==> src/rtl/ata_pio_seq.sv <==
module ata_pio_seq #(
  parameter int WORDS         = 256,
  parameter int TICKS_PER_SEC = 50_000_000,
  parameter int LIMIT_SEC     = 31
) (
  input  logic        clk,
  input  logic        rst_n,
  input  logic        start,
  input  logic [27:0] lba,
  input  logic [7:0]  count,
  input  logic [7:0]  cmd,
  input  logic        write_dir,
  input  logic        fast_pio,
  input  logic        dev_sel,
  input  logic [15:0] wr_data,
  output logic        wr_take,
  output logic [15:0] rd_data,
  output logic        rd_valid,
  output logic [3:0]  tf_addr,
  output logic        tf_rd,
  output logic        tf_wr,
  output logic [15:0] tf_wdata,
  input  logic [15:0] tf_rdata,
  input  logic        iordy,
  input  logic        intrq,
  output logic        busy,
  output logic        done,
  output logic        error,
  output logic        timeout,
  output logic [7:0]  err_status
);
  localparam int WCW = $clog2(WORDS + 1);
  localparam int PW  = (TICKS_PER_SEC > 1) ? $clog2(TICKS_PER_SEC) : 1;
  localparam int SW  = $clog2(LIMIT_SEC + 1);
  localparam logic [WCW-1:0] W_FULL = WCW'(WORDS);
  localparam logic [PW-1:0]  P_LAST = PW'(TICKS_PER_SEC - 1);
  localparam logic [SW-1:0]  S_LAST = SW'(LIMIT_SEC - 1);
  localparam logic [3:0] A_DATA = 4'd0, A_CNT = 4'd2, A_LBA0 = 4'd3, A_LBA1 = 4'd4,
                         A_LBA2 = 4'd5, A_DEV = 4'd6, A_CMD = 4'd7, A_ALT = 4'd14;

  typedef enum logic [2:0] {IDLE, READY, PROG, WAIT_IRQ, ACK, CHECK, XFER, FINISH} st_t;
  st_t st;

  logic [2:0]     step;
  logic [8:0]     left;
  logic [WCW-1:0] wcnt;
  logic [PW-1:0]  pre;
  logic [SW-1:0]  secs;
  logic [27:0]    q_lba;
  logic [7:0]     q_cnt, q_cmd;
  logic           q_wr, q_fast, q_dev, rdy_ok, drq_q;

  wire [7:0] stat    = tf_rdata[7:0];
  wire       bsy     = stat[7];
  wire       drdy    = stat[6];
  wire       drq     = stat[3];
  wire       bad     = stat[0] | stat[5];
  wire       polling = (st == READY) || (st == WAIT_IRQ) || (st == ACK) ||
                       (st == CHECK) || (st == FINISH);
  wire       go      = !q_fast || iordy;
  wire       tmr_run = ((st == WAIT_IRQ) || (st == FINISH)) && bsy;
  wire       expire  = tmr_run && (pre == P_LAST) && (secs == S_LAST);

  assign busy     = (st != IDLE);
  assign rd_data  = tf_rdata;
  assign rd_valid = (st == XFER) && go && !q_wr;
  assign wr_take  = (st == XFER) && go && q_wr;

  always_comb begin
    tf_addr  = A_ALT;
    tf_rd    = 1'b0;
    tf_wr    = 1'b0;
    tf_wdata = 16'h0000;
    case (st)
      READY, WAIT_IRQ, CHECK, FINISH: tf_rd = 1'b1;
      ACK: begin tf_rd = 1'b1; tf_addr = A_CMD; end
      PROG: begin
        tf_wr = 1'b1;
        case (step)
          3'd0:    begin tf_addr = A_ALT;  tf_wdata = 16'h0000; end
          3'd1:    begin tf_addr = A_CNT;  tf_wdata = {8'h00, q_cnt}; end
          3'd2:    begin tf_addr = A_LBA0; tf_wdata = {8'h00, q_lba[7:0]}; end
          3'd3:    begin tf_addr = A_LBA1; tf_wdata = {8'h00, q_lba[15:8]}; end
          3'd4:    begin tf_addr = A_LBA2; tf_wdata = {8'h00, q_lba[23:16]}; end
          3'd5:    begin tf_addr = A_DEV;  tf_wdata = {8'h00, 3'b111, q_dev, q_lba[27:24]}; end
          default: begin tf_addr = A_CMD;  tf_wdata = {8'h00, q_cmd}; end
        endcase
      end
      XFER: begin
        tf_addr  = A_DATA;
        tf_rd    = !q_wr;
        tf_wr    = q_wr;
        tf_wdata = wr_data;
      end
      default: ;
    endcase
  end

  always_ff @(posedge clk) begin
    if (!rst_n) begin
      st <= IDLE; step <= '0; left <= '0; wcnt <= '0; pre <= '0; secs <= '0;
      q_lba <= '0; q_cnt <= '0; q_cmd <= '0; q_wr <= 1'b0; q_fast <= 1'b0; q_dev <= 1'b0;
      rdy_ok <= 1'b0; drq_q <= 1'b0;
      done <= 1'b0; error <= 1'b0; timeout <= 1'b0; err_status <= '0;
    end else begin
      done <= 1'b0;
      if (!tmr_run) begin
        pre <= '0; secs <= '0;
      end else if (pre == P_LAST) begin
        pre <= '0; secs <= secs + 1'b1;
      end else begin
        pre <= pre + 1'b1;
      end
      if (st == CHECK) drq_q <= drq;

      if (polling && bad) begin
        error <= 1'b1; err_status <= stat; st <= IDLE;
      end else begin
        case (st)
          IDLE: if (start) begin
            q_lba <= lba; q_cnt <= count; q_cmd <= cmd; q_wr <= write_dir;
            q_fast <= fast_pio; q_dev <= dev_sel;
            error <= 1'b0; timeout <= 1'b0; err_status <= '0; rdy_ok <= 1'b0;
            left <= (count == 8'd0) ? 9'd256 : {1'b0, count};
            st <= READY;
          end
          READY: if (!bsy && drdy) begin
            rdy_ok <= 1'b1; step <= '0; st <= PROG;
          end
          PROG: begin
            step <= step + 1'b1;
            if (step == 3'd6) st <= WAIT_IRQ;
          end
          WAIT_IRQ: begin
            if (expire) begin timeout <= 1'b1; st <= IDLE; end
            else if (intrq) st <= ACK;
          end
          ACK: begin wcnt <= '0; st <= CHECK; end
          CHECK: begin
            if (drq) begin
              if (wcnt == W_FULL) begin error <= 1'b1; err_status <= stat; st <= IDLE; end
              else st <= XFER;
            end else if (wcnt != W_FULL) begin
              error <= 1'b1; err_status <= stat; st <= IDLE;
            end else if (left == 9'd1) begin
              st <= FINISH;
            end else begin
              left <= left - 1'b1; st <= WAIT_IRQ;
            end
          end
          XFER: if (go) begin wcnt <= wcnt + 1'b1; st <= CHECK; end
          FINISH: begin
            if (expire) begin timeout <= 1'b1; st <= IDLE; end
            else if (!bsy && !drq) begin done <= 1'b1; st <= IDLE; end
          end
          default: st <= IDLE;
        endcase
      end
    end
  end


  done_pulse_chk: assert property (@(posedge clk) disable iff (!rst_n) done |=> !done);

  iordy_hold_chk: assert property (@(posedge clk) disable iff (!rst_n)
    ((tf_rd || tf_wr) && tf_addr == A_DATA && q_fast && !iordy)
      |=> ((tf_rd || tf_wr) && tf_addr == A_DATA));

  cmd_gate_chk: assert property (@(posedge clk) disable iff (!rst_n)
    (tf_wr && tf_addr == A_CMD) |-> rdy_ok);

  data_drq_chk: assert property (@(posedge clk) disable iff (!rst_n)
    ((tf_rd || tf_wr) && tf_addr == A_DATA) |-> drq_q);

  timeout_bsy_chk: assert property (@(posedge clk) disable iff (!rst_n)
    $rose(timeout) |-> $past(tf_rd && tf_rdata[7]));

  error_idle_chk: assert property (@(posedge clk) disable iff (!rst_n)
    $rose(error) |-> !busy);
endmodule

==> config.mk <==
export PLATFORM = sky130hd
export DESIGN_NAME = ata_pio_seq
export DESIGN_NICKNAME = d
export VERILOG_FILES = /design/src/rtl/ata_pio_seq.sv
export SDC_FILE = /design/constraint.sdc
export NUM_CORES = 1
export LEC_CHECK = 0
export CAP_MARGIN = 0
export CORE_MARGIN = 4
export CORE_UTILIZATION = 44
export DETAILED_ROUTE_END_ITERATION = 7
export GPL_TIMING_DRIVEN = 0
export PLACE_DENSITY = 0.8
export SYNTH_ARGS = -nofsm -noshare
export SYNTH_HDL_FRONTEND = slang
export SYNTH_SLANG_ARGS = --single-unit
export TNS_END_PERCENT = 30
==> constraint.sdc <==
create_clock -name clk -period 4.14 [get_ports clk]
set_input_delay 0.414 -clock clk [delete_from_list [all_inputs] [get_ports clk]]
set_output_delay 0.414 -clock clk [all_outputs]
set_load 0.1 [all_outputs]
Yosys cells after proc, flatten, opt, wreduce, memory -nomap -nowiden. Index checks and enable logic that the tools add are counted.

Input port bits: 84. Logic and storage cells: 142. Output and inout bits: 52. Flip-flop bits (word level): 113.

Reduce and logical (&&, ||, !) cells: 41. Bitwise gates (word level): 5. Muxes and demuxes: 44. Add/subtract/negate cells: 5. Equal/unequal tests: 31.

Operator list (number): $mux W9 (6); $pmux W8 S6 (1); $mux W8 (5); $mux W3 (13); $pmux W9 S2 (2); $pmux W16 S2 (1); $add A26 B1 Y26 const B (1); $eq A26 B26 Y1 const B (1); $pmux W3 S8 (1); $pmux W4 S6 (1); $eq A3 B3 Y1 const B (7); $pmux W8 S2 (1); $eq A3 B2 Y1 const B (4); $ne A2 B2 Y1 const B (6); $pmux W4 S3 (1); $reduce_and A6 Y1 (2); $add A9 B1 Y9 const B (1); $eq A9 B1 Y1 const B (1); $eq A9 B9 Y1 const B (1); $logic_and A1 B1 Y1 (9); $ne A9 B9 Y1 const B (1); $reduce_and A3 Y1 (3); $sub A9 B1 Y9 const B (1); $logic_not A8 Y1 (1); 24 further kinds (55).

Logic depth before layout (Yosys ltp). Gate-level depths: netlist (run 1).

Depth in word-level cells: 8. Gate-level depth with buffers: 9.

Worst setup path after synthesis (run 1). OpenSTA, ideal clock, no wires.

Path type: register to output. From: register step[0]. To: output port tf_addr[2]. Arrival: 3.832 ns. Data required time: 3.726 ns. Slack: -0.106 ns. Stages on the path, launching flop included: 10. Path through: dfxtp_1 -> inv_1 -> ha_1 -> nor2b_1 -> clkbuf_1 -> or4_1 -> clkbuf_1 -> nand2_1 -> nor3_1 -> o21ai_0.

Cells in the longest elaborated chain, start to end: 3. Elaborated cells between the ends (all ways): 8. Those cells by class: 5 x eq/ne; 2 x mux; 1 x reduce/logical.

RTL lines: start: declaration (line 44) `logic [2:0] step;`; start signal: assignment (line 131) `step <= step + 1'b1;`; $eq A3 B3 Y1, or another cell as far along (line 79) `case (step)`; $pmux W4 S6 (*) (line 79); $pmux W4 S3 (*) (line 74) `case (st)`; end: declaration (line 19) `output logic [3:0] tf_addr,`.

Every way passes the cells marked *; elsewhere a longest branch is shown, timed or not.

Worst setup path after layout (run 1).
From: register step[2]. To: output port tf_wdata[6].

Cells in the longest elaborated chain, start to end: 3. Elaborated cells between the ends (all ways): 8. Those cells by class: 5 x eq/ne; 2 x mux; 1 x reduce/logical.

RTL lines: $eq A3 B3 Y1, or another cell as far along (line 79); $pmux W8 S6 (*) (line 79); $pmux W16 S2 (*) (line 74); end: declaration (line 22) `output logic [15:0] tf_wdata,`.

Marked as above.

==> impl_results.md, run 1 <==
* Distinct cell type count of the synthesized netlist at 59
* Iter 0 DRT Violations at 485
* Core Util, Final at 61.0%
* I/O pin total at 136
* Slowest-stage cell, CP: clkdlybuf4s15_1
* Nets@finish at 970
* Via density at 5.40
* Tot GR Track Use at 22.7%
* Routed wire length at 16,200 um
* Residual overflow from global routing at 0
* Fin. max-slew vios at 0
* Relative slew margins at 20.9%
* Die Ht at 121 um
* Yosys Warn Count at 0
* Post-CTS Setup Inserts at 0
* Run status: completed
* Vias post-DR at 5,716
* Largest net degree at the start of global routing at 17
* Area share of xor/xnor cells in the synthesized design at 4.52%
* Dpl hpwl at 11,600 um
* Simple-gate share of the synthesized area at 26.0%
* Placeable Area at 0.0126 sq mm
* Die Wd at 121 um
* Crit-path max FO at 9
* Layout area overhead at 36.4%
* CTS max path bufs at 2
* Post-synth top flop: dfxtp_1
* Maximum Capacitance Violations at 0
* Multiplexer share of the synthesized area at 0.178%
* Root Driver: clkbuf_16
* Crit-path max cell delay at 0.84 ns
* Worst slack, placed at 0.0887 ns
* Port buffer count at 126
* Largest family of logic cells by synthesized area: simple AND/OR/NAND/NOR gates
* Setup Viol. Count Final at 0
* Vias in the first global route at 5,643
* Clock skew at 0.00896 ns
* Final Hold Viols at 0
* Async set-reset flop share out of synthesis at 0%
* Launch point of the worst hold path: q_lba[19]$_SDFFE_PN0P_
* TritonCTS clock tree: built
* Post-Syn Area per Cell at 7.72 sq um
* Number of CTS-inserted buffers at 17
* First-pass GRT wire length at about 27,000 um
* Startpoint Class: register
* Hold Path Stages at 2
* Period utilisation layout at 98.6%
* DRC at 0
* Tmin final at 4.08 ns
* Synth Area in Adders at 2.89%
* Pwr Density at between 500 and 600 mW/mm^2
* Worst Hold Slack at between 0.4 and 0.5 ns
* # rows at 41
* Critical Path AT at roughly 3.7 ns
* Synthesized area at 0.00562 sq mm
* Cells after Synth at 728
* Critical path class: reg -> out
* Pleak at 0.00270 uW
* H-Tree Depth at 4
* Reg-to-Reg End: q_lba[25]$_SDFFE_PN0P_
* Sink Count at 113
* Yosys reg bits at 113
* Sequential area share after synthesis at 40.2%
* Worst R2R Setup Slack at approximately 1.9 ns
* Reg clk slew, reported paths at 0.06 ns
* Net Count, Synth at around 830
* Worst hold path class: reg -> reg
* GP Congestion at 0.887
* EDFF count, synth at 0
* Worst path required time at 3.73 ns
* Max IR drop VDD at ~0.3 mV
* Worst slew pin tran at 1.17 ns
* Die area at 0.0146 sq mm
* Initial antenna violation count at 0
* RSZ-0062 raised after global routing: yes
* 1st-pass router iterations at 5
* Synth Area in Compound Gates at between 10% and 20%
* WL/cell at 15.3 um
* Clk Latency, worst-skew pair at 0.42 ns
* Cell chain of the critical path: clkbuf_1 > inv_1 > ha_1 > or4_1 > clkbuf_1 > nand2_1 > o221ai_1 > a21oi_1 > clkdlybuf4s15_1
* Hold EP: q_lba[19]$_SDFFE_PN0P_
* RR Startpoint: st[0]$_SDFFE_PP0P_
* F_max at between 200 and 250 MHz
* Setup WS post-layout at 0.0578 ns
* Starting Density at 44.7%
* FF-to-FF path depth at 7
* Diodes inserted at 0
* Post-route ant nets at 0
* Layout cells sized above 1 at 8.01%
* Critical path capture point type: output port
* Cell mode on critical path: clkbuf_1
flip-flops by register name, summed over array words and instances, names as in the netlist:
| signal | flops |
|---|---|
| st | 3 |
| q_fast | 1 |
| q_cnt | 8 |
| q_wr | 1 |
| wcnt | 9 |
| left | 9 |
| err_status | 8 |
| secs | 5 |
| error | 1 |
| q_dev | 1 |
| step | 3 |
| q_cmd | 8 |
| timeout | 1 |
| done | 1 |
| q_lba | 28 |
| pre | 26 |
cells in the final DEF (no fill, tap or decap), drive strengths merged, types with 16 or more instances in the layout:
master	n
clkdlybuf4s50	115
buf	24
o21ai	29
clkbuf	60
dfxtp	113
xnor2	22
nor3	16
nor2	67
inv	29
a21oi	79
nand2	140
kinds of logic (layout without fill, tap and decap cells):
family | after synthesis | after routing
buffers and inverters | 88 | 246
adders and majority gates | 13 | 13
AOI/OAI and AO/OA | 169 | 169
muxes | 1 | 1
and+or+nand+nor | 315 | 315
DFF | 113 | 113
xor gates and xnor gates | 29 | 29
repair_timing:
action,CTS,global route
endpoints found under the setup margin,9,9
gates resized for setup,13,14
hold buffers,0,0
cloned,0,0
metrics by stage:
| stage | instance area [sq um] | power (uW) | instances | setup TNS [ns] |
|---|---|---|---|---|
| detailed placement | 7100 | 2790 | 1026 | 0 |
| finish | 7670 | 4240 | 1058 | 0 |
| global placement | 7100 | 2770 | 1026 | 0 |
| floorplan | 5620 | 2370 | 728 | 0 |
| CTS | 7680 | 4230 | 1058 | 0 |
| global route | 7670 | 4430 | 1058 | -0.173 |
worst max-delay path by stage:
stage / start / end / slack (ns) / cells after the start
2_1_floorplan: st[0]$_SDFFE_PP0P_ / tf_rd / 0.39 / 5
3_3_place_gp: step[2]$_SDFFE_PN0P_ / tf_wdata[2] / 0.09 / 9
3_5_place_dp: step[2]$_SDFFE_PN0P_ / tf_wdata[2] / 0.09 / 9
4_1_cts: step[2]$_SDFFE_PN0P_ / tf_wdata[0] / 0.006 / 9
5_1_grt: step[2]$_SDFFE_PN0P_ / tf_wdata[6] / -0.17 / 9
6_report: step[2]$_SDFFE_PN0P_ / tf_wdata[6] / 0.06 / 9
per-layer routing:
metal,vias up,share of wire [%],track usage (%)
li1,2811,-,-
met1,2654,42,29.0
met2,207,48,36.5
met3,44,7.5,6.48
met4,0,2.4,8.22
met5,-,0,0
synth_stat cells, types with 4 or more instances:
cell type | n | area share [%]
o31ai_1 | 4 | 0.53
a222oi_1 | 6 | 1.1
a22o_1 | 9 | 1.4
and2_1 | 5 | 0.56
nand4_1 | 9 | 1.0
buf_4 | 16 | 2.1
a21oi_1 | 79 | 7.0
nand2_1 | 140 | 9.3
nor2b_1 | 9 | 1.0
xnor2_1 | 22 | 3.4
clkbuf_1 | 36 | 2.4
xor2_1 | 7 | 1.1
inv_1 | 26 | 1.7
dfxtp_1 | 113 | 40
o21ai_0 | 27 | 2.4
and3_1 | 12 | 1.3
ha_1 | 13 | 2.9
nor4_1 | 12 | 1.3
nand3_1 | 15 | 1.3
o221ai_1 | 4 | 0.62
a22oi_1 | 11 | 1.5
or3_1 | 8 | 0.89
nor3_1 | 16 | 1.4
o311ai_0 | 8 | 1.2
buf_2 | 6 | 0.53
nor2_1 | 66 | 4.4
final cells by class:
class,count,area [sq um]
sequential,113,2260
multi-input combinational,527,2960
clock inverter,14,158
timing repair buffer,126,1240
inverter,27,101
tap,172,215
buffer,61,298
fill,1087,4900
clock buffer,18,429
critical path: cells and delay by family, from the launching register on:
kind | cells | cell delay [ns]
AO/OA/AOI/OAI | 2 | 0.37
AND/OR/NAND/NOR | 2 | 0.70
adder cells (fa/ha/maj) | 1 | 0.26
flip-flops | 1 | 0.31
buffers and inverters | 4 | 1.62
power by group:
part / internal, uW / leakage [uW] / switching, uW
registers: 1230 / 0.000919 / 95.5
clock network: 892 / 0.000277 / 547
logic: 428 / 0.00150 / 1050
total: 2550 / 0.00270 / 1690
Note: power is estimated with default switching activity, not from simulation.
==> run 2, diff against run 1 <==
- GPL_TIMING_DRIVEN: 0 -> unset
==> run 2 against run 1 <==
  * Global-route usage fell by 2.3 points
  * Critical path depth down 2
  * Routed wire length down 8.8%
  * Sequential cell count did not move
  * Count of clock-buffer cells in the layout grew 1
  * Combinational power fell by 10%
==> impl_results.md, run 2 (same netlist as run 1, synthesis figures left out) <==
* Run status: completed
* Diodes inserted at 0
* Critical Path AT at 3.00 ns
* Finished layout cell area at 0.00737 sq mm
* Critical path class: reg -> out
* Logic pwr share at 30.7%
* F_max at 293 MHz
* Worst path required time at around 3.7 ns
* Tot GR Track Use at 20.4%
* Starting Density at 44.7%
* H-Tree Depth at 4
* DRC at 0
* Sink Count at 113
* Layout cells sized above 1 at 8.37%
* Worst hold path class: reg -> reg
* Sw Share at 36.1%
* Startpoint Class: register
* Die Wd at 121 um
* Post-route setup TNS at 0 ns
* Fin. max-slew vios at 0
* Pwr Density at 582 mW/mm^2
* Nets@finish at 908
* Die area at 0.0146 sq mm
* Die Ht at 121 um
* Clock share of power at 37.6%
* Cts hold-fix bufs at 0
* Vias post-DR at approximately 5,400
* Root Driver: clkbuf_16
* Critical path capture point type: output port
* Via density at 5.38
* 1st-pass router iterations at 6
* Worst slew pin tran at roughly 1.2 ns
* Clock skew at a little under 0.007 ns
* Fill cells at around 1,100
* Placed Area at 0.00672 sq mm
* Pleak at 0.00261 uW
* Commonest non-fill, non-tap cell in the layout: nand2_1
* Largest Register: q_lba
* CTS max path bufs at 2
* Crit-path max FO at 11
* Final Hold Viols at 0
* Dpl hpwl at about 10,000 um
* Clk Latency, worst-skew pair at 0.42 ns
* Port buffer count at 119
* Vias in the first global route at 5,021
* WL/cell at ~15 um
* Final std cells w/o fill at 996
* Residual overflow from global routing at 0
* Pwr Total at 4280 uW
* Iter 0 DRT Violations at ~500
* TritonCTS clock tree: built
* Pint at approximately 2700 uW
* Reg clk slew, reported paths at around 0.050 ns
* Relative slew margins at between 10% and 20%
* I/O pin total at 136
* Max IR drop VDD at 0.362 mV
* Routed wire length at 14,800 um
* Switching pwr at ~1500 uW
* Worst R2R Setup Slack at ~1.5 ns
* Initial antenna violation count at 0
* Largest net degree at the start of global routing at 59
* Biggest regs: q_lba: 28 flops, pre: 26 flops
* Tmin final at 3.42 ns
* Core Util, Final at 58.6%
* RSZ-0062 raised after global routing: no
* Maximum Capacitance Violations at 0
* Setup Viol. Count Final at 0
* Layout area overhead at 31.0%
* Sequential share of power at 31.7%
* Cell Count Post-Placement at 964
* # rows at 41
* GP Congestion at 0.835
* Placeable Area at 0.0126 sq mm
* First-pass GRT wire length at 24,000 um
* Period utilisation layout at 82.6%
* Largest register FFs at 28
* Post-route ant nets at 0
* Most frequent cells in the layout: nand2_1, dfxtp_1, clkdlybuf4s50_1
* Number of CTS-inserted buffers at 17
* Post_cts resized at 0
* Post-CTS Setup Inserts at 0
## run 2: changes by cell type in the layout (fill, tap and decap cells not counted), sizes merged, moves of 3 or more
cell           previous run  this run
buf                      24        29
inv                      29        26
bufinv                    2         6
clkinvlp                  3         0
clkbuf                   60        19
clkdlybuf4s15             4         0
clkdlybuf4s50           115        96
## run 2: path summary, 6_finish.rpt
| kind | from | endpoint | cells after the start |
|---|---|---|---|
| max | step[2]$_SDFFE_PN0P_ | tf_wdata[7] | 7 |
| min | pre[0]$_SDFF_PP0_ | pre[0]$_SDFF_PP0_ | 1 |
| max reg2reg | st[0]$_SDFFE_PP0P_ | left[4]$_SDFFE_PN0P_ | 6 |
| min reg2reg | pre[0]$_SDFF_PP0_ | pre[0]$_SDFF_PP0_ | 1 |
## run 2: per-stage QoR
stage / hold slack (ns) / worst slack [ns]
global placement: 0.439 / 1.29
floorplan: 0.426 / 0.387
global route: 0.475 / 0.536
CTS: 0.453 / 0.777
detailed placement: 0.445 / 1.21
finish: 0.450 / 0.722
## run 2: power by group through the flow
| stage | clock network (uW) | logic [uW] | registers (uW) |
|---|---|---|---|
| after floorplan | 0 | 927 | 1440 |
| after global placement | 0 | 1300 | 1370 |
| after detailed placement | 0 | 1310 | 1380 |
| after CTS | 1630 | 1310 | 1360 |
| after global routing | 1680 | 1420 | 1380 |
| final | 1610 | 1320 | 1360 |
## run 2: routing by layer
metal  vias up  GRT usage (%)  routed length, um
li1       2691              -                  -
met1      2463           26.5               6630
met2       179           31.7               6890
met3        28           6.34               1010
met4         0           7.58                281
met5         -              0                  0
## run 2: layout make-up
| cell class | count | area [sq um] | area share, % |
|---|---|---|---|
| clock buffers | 19 | 433 | 5.88 |
| clock inverters | 13 | 215 | 2.92 |
| inverters | 27 | 101 | 1.38 |
| multi-input cells | 527 | 2960 | 40.2 |
| flip-flops and latches | 113 | 2260 | 30.7 |
| well taps | 172 | 215 | 2.92 |
| repair buffers | 125 | 1180 | 16.0 |
## run 2: worst max-delay path, stage by stage, from the launching register on
cell      delay (ns)
dfxtp_1         0.46
inv_1           0.18
ha_1            0.37
or4_1           0.72
nand2_1         0.19
o221ai_1        0.15
a21oi_1         0.20
buf_4           0.32
==> run 3, diff against run 2 <==
- clock period: 4.14 -> 3.3 ns (I/O delays scaled with it)
==> run 3 against run 2 <==
  * Largest cell class unchanged
  * Sequential share of layout area shrank 0.29 points
  * Global-route usage up 0.099 points
  * Via count increased by 0.93%
  * Register-to-register slack worse by 0.61 ns
  * Critical path depth unchanged
  * Non-clock buffer count increased by 3
  * Cell area is 0.97% higher
  * Core utilization grew 0.57 points
==> impl_results.md, run 3 (same netlist as run 1, synthesis figures left out) <==
* RSZ-0062 raised after global routing: no
* Crit-path max FO at 11
* Pint at about 3200 uW
* Worst path required time at 2.97 ns
* Post_cts resized at 0
* Setup Viol. Count Final at 0
* Worst slew pin tran at 1.05 ns
* Fin. max-slew vios at 0
* Post-CTS Setup Inserts at 0
* Layout area overhead at 32.3%
* Run status: completed
* Final Hold Viols at 0
* Nets@finish at between 900 and 1,000
* Vias in the first global route at just under 5,000
* Logic pwr share at 32.4%
* Die Ht at 121 um
* Sw Share at 37.8%
* Iter 0 DRT Violations at 611
* Reg clk slew, reported paths at approximately 0.05 ns
* GP Congestion at 0.841
* Critical path class: reg -> out
* Routed wire length at roughly 15,000 um
* Commonest non-fill, non-tap cell in the layout: nand2_1
* Sequential share of power at 33.2%
* Worst slack, placed at 0.483 ns
* Via density at 5.42
* Biggest regs: q_lba: 28 flops, pre: 26 flops
* Largest register FFs at 28
* Clock share of power at between 30% and 40%
* Switching pwr at between 1500 and 2000 uW
* Residual overflow from global routing at 0
* Diodes inserted at 0
* Clock skew at 0.00616 ns
* Setup WS post-layout at about 0.22 ns
* TritonCTS clock tree: built
* Max IR drop VDD at 0.453 mV
* Startpoint Class: register
* Tmin final at between 3 and 4 ns
* Crit-path max cell delay at 0.61 ns
* Critical path capture point type: output port
* H-Tree Depth at 4
* Maximum Capacitance Violations at 0
* Dpl hpwl at 10,700 um
* Die Wd at 121 um
* WL/cell at about 15 um
* Cell chain of the critical path: inv_1 > ha_2 > or4_4 > nand2_1 > o221ai_1 > a21oi_1 > buf_12
* Initial antenna violation count at 0
* Most frequent cells in the layout: nand2_1, dfxtp_1, clkdlybuf4s50_1
* Number of CTS-inserted buffers at 17
* Pleak at 0.00263 uW
* Root Driver: clkbuf_16
* Worst hold path class: reg -> reg
* Cts hold-fix bufs at 0
* Placeable Area at between 0.01 and 0.015 sq mm
* Vias post-DR at 5,411
* Post-route ant nets at 0
* Slowest-stage cell, CP: or4_4
* Relative slew margins at 30.1%
* Pwr Density at 696 mW/mm^2
* Clk Latency, worst-skew pair at 0.42 ns
* Critical Path AT at 2.75 ns
* Starting Density at 44.7%
* DRC at 0
* 1st-pass router iterations at 7
* Largest net degree at the start of global routing at 50
* F_max at 324 MHz
* Tot GR Track Use at 20.5%
* Layout cells sized above 1 at 10.4%
* I/O pin total at approximately 140
* CTS max path bufs at 2
* Period utilisation layout at 93.5%
* Sink Count at 113
* First-pass GRT wire length at 23,800 um
* Largest Register: q_lba
* Core Util, Final at about three fifths
* # rows at 41
* Port buffer count at 119
* Die area at approximately 0.015 sq mm
## run 3: cell count changes in the layout (fill, tap and decap cells not counted), sizes merged
| cell | delta |
|---|---|
| clkinv | -1 |
| bufinv | -4 |
| buf | +13 |
| clkbuf | +3 |
| clkinvlp | +2 |
| clkdlybuf4s50 | -10 |
## run 3: critical path: cells and delay by family (launching register included)
kind	cells	cell delay, ns
AND/OR/NAND/NOR	2	0.76
AO/OA/AOI/OAI	2	0.41
buffers and inverters	2	0.39
flip-flops	1	0.46
adder cells (fa/ha/maj)	1	0.30
## run 3: path summary, 6_finish.rpt
kind	startpoint	endpoint	slack (ns)	cells after the start
min reg2reg	q_fast$_SDFFE_PN0P_	q_fast$_SDFFE_PN0P_	0.45	2
max reg2reg	left[0]$_SDFFE_PN0P_	left[5]$_SDFFE_PN0P_	0.90	6
min	q_fast$_SDFFE_PN0P_	q_fast$_SDFFE_PN0P_	0.45	2
max	step[2]$_SDFFE_PN0P_	tf_wdata[6]	0.22	7
## run 3: power by group through the flow
| stage | clock, uW | sequential (uW) | combinational, uW |
|---|---|---|---|
| floorplan | 0 | 1810 | 1170 |
| global placement | 0 | 1730 | 1640 |
| detailed placement | 0 | 1730 | 1660 |
| CTS | 1800 | 1710 | 1670 |
| global route | 1860 | 1740 | 1810 |
| finish | 1780 | 1720 | 1680 |
## run 3: per-stage QoR
| stage | area, sq um | hold WS (ns) | std cells | setup TNS [ns] | total power (uW) |
|---|---|---|---|---|---|
| after floorplan | 5630 | 0.426 | 728 | -2.41 | 2980 |
| after global placement | 6850 | 0.437 | 967 | 0 | 3380 |
| after detailed placement | 6850 | 0.447 | 967 | 0 | 3390 |
| after CTS | 7430 | 0.454 | 999 | 0 | 5180 |
| after global routing | 7440 | 0.458 | 999 | 0 | 5400 |
| final | 7440 | 0.450 | 999 | 0 | 5170 |
## run 3: routing by layer
metal	track usage (%)	up-vias	share of wire [%]
met5	0	-	0
li1	-	2694	-
met3	5.73	33	6.7
met2	32.0	180	46
met1	26.3	2504	44
met4	9.14	0	2.8
## run 3: final cells by class
type | count | area [sq um]
Fill cell | 1093 | 5130
Clock inverter | 10 | 109
Timing Repair Buffer | 128 | 1300
Inverter | 27 | 101
Tap cell | 172 | 215
Multi-Input combinational cell | 527 | 2970
Clock buffer | 22 | 474
Sequential cell | 113 | 2260
